<file path="src/rtl/e1_rx_sysfmt.sv">
module e1_rx_sysfmt (
  input  logic       rec_clk,
  input  logic       rst_n,
  input  logic       rec_pos,
  input  logic       rec_neg,
  input  logic       rec_cv,
  input  logic       raw_pos,
  input  logic       raw_neg,
  input  logic       los_in,
  input  logic       edge_fall,
  input  logic       data_inv,
  input  logic [1:0] fmt_mode,
  input  logic       rx_pdn,
  output logic       rxclk_out,
  output logic       rxd_pos_out,
  output logic       rxd_neg_out,
  output logic       los_out
);
  localparam logic [1:0] MODE_DUAL   = 2'b10;
  localparam logic [1:0] MODE_BYPASS = 2'b11;

  logic       single_rail;
  logic       bypass;
  logic [1:0] fmt_d;
  logic [1:0] rise_q;
  logic [1:0] fall_q;
  logic [1:0] launch;
  logic [1:0] raw_d;
  logic [1:0] pins;

  assign single_rail = ~fmt_mode[1];
  assign bypass      = (fmt_mode == MODE_BYPASS);

  assign fmt_d = (single_rail ? {rec_pos | rec_neg, rec_cv} : {rec_pos, rec_neg})
               ^ {2{data_inv}};

  always_ff @(posedge rec_clk or negedge rst_n)
    if (!rst_n) rise_q <= 2'b00;
    else        rise_q <= fmt_d;

  always_ff @(negedge rec_clk or negedge rst_n)
    if (!rst_n) fall_q <= 2'b00;
    else        fall_q <= rise_q;

  assign launch = edge_fall ? fall_q : rise_q;
  assign raw_d  = {raw_pos, raw_neg} ^ {2{data_inv}};
  assign pins   = rx_pdn ? 2'b00 : (bypass ? raw_d : launch);

  assign rxd_pos_out = pins[1];
  assign rxd_neg_out = pins[0];
  assign rxclk_out   = rx_pdn ? 1'b0 : (bypass ? (raw_pos ^ raw_neg) : rec_clk);
  assign los_out     = rx_pdn ? 1'b0 : los_in;

  assert_dual_pos_R6: assert property (@(posedge rec_clk) disable iff (!rst_n)
    (!rx_pdn && fmt_mode == MODE_DUAL && !edge_fall) |=>
    (rx_pdn || fmt_mode != MODE_DUAL || edge_fall ||
     rxd_pos_out == ($past(rec_pos) ^ $past(data_inv))));

  assert_sr_cv_pulse_R5: assert property (@(posedge rec_clk) disable iff (!rst_n)
    (!rx_pdn && !fmt_mode[1] && !edge_fall) |=>
    (rx_pdn || fmt_mode[1] || edge_fall ||
     rxd_neg_out == ($past(rec_cv) ^ $past(data_inv))));

  assert_bypass_clk_R7: assert property (@(posedge rec_clk) disable iff (!rst_n)
    (!rx_pdn && fmt_mode == MODE_BYPASS) |->
    (rxclk_out == (rxd_pos_out ^ rxd_neg_out)));

  assert_pdn_quiet_R8: assert property (@(posedge rec_clk) disable iff (!rst_n)
    rx_pdn |-> (!rxclk_out && !rxd_pos_out && !rxd_neg_out && !los_out));
endmodule

</file>
<file path="config.mk">
export PLATFORM = sky130hd
export DESIGN_NAME = e1_rx_sysfmt
export DESIGN_NICKNAME = d
export VERILOG_FILES = /design/src/rtl/e1_rx_sysfmt.sv
export SDC_FILE = /design/constraint.sdc
export NUM_CORES = 1
export LEC_CHECK = 0
export ABC_AREA = 1
export CORE_AREA = 2 2 39 41
export DETAILED_ROUTE_END_ITERATION = 8
export DIE_AREA = 0 0 41 43
export PLACE_DENSITY = 0.6
export SYNTH_ARGS = -nofsm -noshare
export SYNTH_HDL_FRONTEND = slang
export SYNTH_SLANG_ARGS = --single-unit
</file>
<file path="constraint.sdc">
create_clock -name rec_clk -period 1 [get_ports rec_clk]
set_clock_uncertainty 0.05 [all_clocks]
set_input_delay 0.3 -clock rec_clk [delete_from_list [all_inputs] [get_ports rec_clk]]
set_output_delay 0.3 -clock rec_clk [all_outputs]
set_load 0.005 [all_outputs]
</file>
**After elaboration in Yosys (flattened, before gate mapping)**

Cells that the tools add are included.

- Register bits: 4
- Input bits: 13
- Output and inout port bits: 4
- Word-level logic and storage cells: 14

- Equality and inequality tests: 1
- Muxes and demuxes: 7
- Bitwise operators: 4

Operators with widths:

| kind | count |
|---|---|
| $mux W2 | 4 |
| $xor A2 B2 Y2 | 2 |
| $mux W1 | 3 |
| $eq A2 B2 Y1 const B | 1 |
| $or A1 B1 Y1 | 1 |
| $xor A1 B1 Y1 | 1 |

**Depth between registers and ports, before layout**

- Word-level depth: 3
- Gate-level depth with buffers: 4

==> impl_metrics.tcl <==
set metrics [dict create \
    drive_above_1_share 0.485 \
    relSlewSlack 0.872 \
    synth_area_sq_um 272 \
    max_cap_viol_count 0 \
    fill_cells 153 \
    overflow 0 \
    failed_checks "setup timing" \
    report.final.hold_viol_count 0 \
    setup_violations 6 \
    setup.worst_path.end_class "output port" \
    dieArea_sq_mm 0.00176 \
    ir_drop_mv 0.441 \
    grt_max_degree 5 \
    clkTransAtPathRegs_ps 40 \
    vias 319 \
    r2r-start "rise_q[0]" \
    ios 17 \
    syn_nets 53 \
    ys.warnings.count 0 \
    r2r_cells 0 \
    drc 0 \
    criticalPathCategory "flop to output port" \
    layout_commonest_cell "inv_1" \
    p_per_area_mw_per_mm2 1320 \
    grt_pass1_wl_um 1060 \
    port_buffers 16 \
    cts_tree "done" \
    worstPathArrival_ps 1640 \
    grt_antenna_before_repair 0 \
    leakage_nw 0.319 \
    setup_tns_ps -2340 \
    synth.area.top_cells "dfrtn_1, dfrtp_1, inv_1" \
    crit_path_top_delay_cell "dfrtn_1" \
    cp_max_fo 1 \
    avgRoutedWirePerCell_um 7.55 \
    die_h_um 43 \
    final_cell_mix "inv_1, nand2_1, buf_4, clkdlybuf4s50_1" \
    cp-endpoint "rxd_pos_out" \
    hold_buffers 0 \
    start_util 0.196 \
    start_kind "flop" \
    dr.pass1.iters 1 \
    setup_ws_ps -989 \
    nNetsFinal 83 \
    final_core_util 0.408 \
    routed_via_density 3.80 \
    drt_wl_total_um 634 \
    synth_top_area_frac 0.184 \
    run_status "finished with violations" \
    path_cells "inv_1, nand2_1, nand3_2, a21oi_2, buf_2" \
    max_stage_delay_ps 380 \
    track_usage 0.103 \
    cp_top_family "flip-flops" \
    grt_pass1_vias 324 \
    p_total_uw 745 \
    die_width_um 41 \
    insertion_delay_ps 370 \
    core_sq_mm 0.00138 \
    syn_area_per_cell_sq_um 6.79 \
    cp.depth 5 \
    num_rows 14 \
    startpoint "fall_q[1]" \
    critPathBufInv 2 \
    rsz0062_at_grt "yes" \
    drt_iter0_markers 0 \
    antenna_left 0 \
    ys_types 14 \
    seq_area_frac_synth 0.369 \
    hold_class "input port to asynchronous set/reset pin" \
    post-dp-hpwl_um 494 \
    ys_ff_latch 4 \
    reg2reg_setup_slack_ps -60 \
    worst-slew-pin-transition_ps 190 \
    synthCells 40 \
    gp_congestion 0.588 \
    synth_largest_area_cell "dfrtn_1" \
    antenna_cells 0 \
    maxSlewViolCount 0 \
    area_growth_pct 108 \
    critPathRequiredTime_ps 650 \
    rr_endpoint "fall_q[0]" \
]
## layout make-up
class,instances,area [sq um],area share
Inverter,12,47.5,0.0843
Multi-Input combinational cell,24,169,0.299
Clock buffer,6,42.5,0.0754
Tap cell,16,20.0,0.0355
Timing Repair Buffer,22,185,0.328
Sequential cell,4,100,0.177
## metrics by stage
step | std cells | worst slack, ps | hold WS [ps] | cell area, sq um
after global placement | 77 | -1040 | 599 | 497
final | 84 | -989 | 253 | 564
after CTS | 84 | -1030 | 257 | 538
after global routing | 84 | -1070 | 278 | 564
after detailed placement | 77 | -1040 | 616 | 497
after floorplan | 40 | -481 | -45.6 | 279
## state kept, by name (all words and copies together), names as in the netlist
register,count
rise_q,2
fall_q,2
## cells in the mapped netlist (all sizes together)
cell / instances
xnor2: 1
o21ai: 1
nand2: 10
dfrtn: 2
xor2: 2
o21bai: 1
dfrtp: 2
inv: 12
nand3: 4
nor2: 1
a21oi: 4
## what timing repair did
action                                  in CTS  in global routing
gates resized for setup                     36                 13
endpoints found under the setup margin       7                  7
setup buffers                                2                  0
pin swaps                                    5                  6
## power breakdown
group | switching [mW] | leakage [nW] | internal, mW
Sequential | 0.00760 | 0.0466 | 0.183
Combinational | 0.0692 | 0.237 | 0.0932
Clock | 0.128 | 0.0348 | 0.264
## worst min path at each step
stage / endpoint / slack, ps / cells after the start
5_1_grt: rise_q[0] / 280 / 2
3_5_place_dp: rise_q[0] / 620 / 2
3_3_place_gp: rise_q[1] / 600 / 2
4_1_cts: rise_q[0] / 260 / 2
6_report: rise_q[0] / 250 / 2
2_1_floorplan: rise_q[0] / -50 / 0
## kinds of logic after synthesis
logic type	Yosys count	share of synthesized area
AO/OA/AOI/OAI	6	0.134
XOR/XNOR	3	0.0968
buffers and inverters	12	0.166
flip-flops	4	0.369
AND/OR/NAND/NOR	15	0.235
## layer usage
metal  vias to the layer above  global-route usage  part of all wire
met2                        15               0.119              0.47
met3                         4              0.0419             0.095
met4                         0               0.200             0.057
li1                        177                   -                 -
met5                         -                   0                 0
met1                       123              0.0868              0.38
Note: power is estimated with default switching activity, not from simulation.
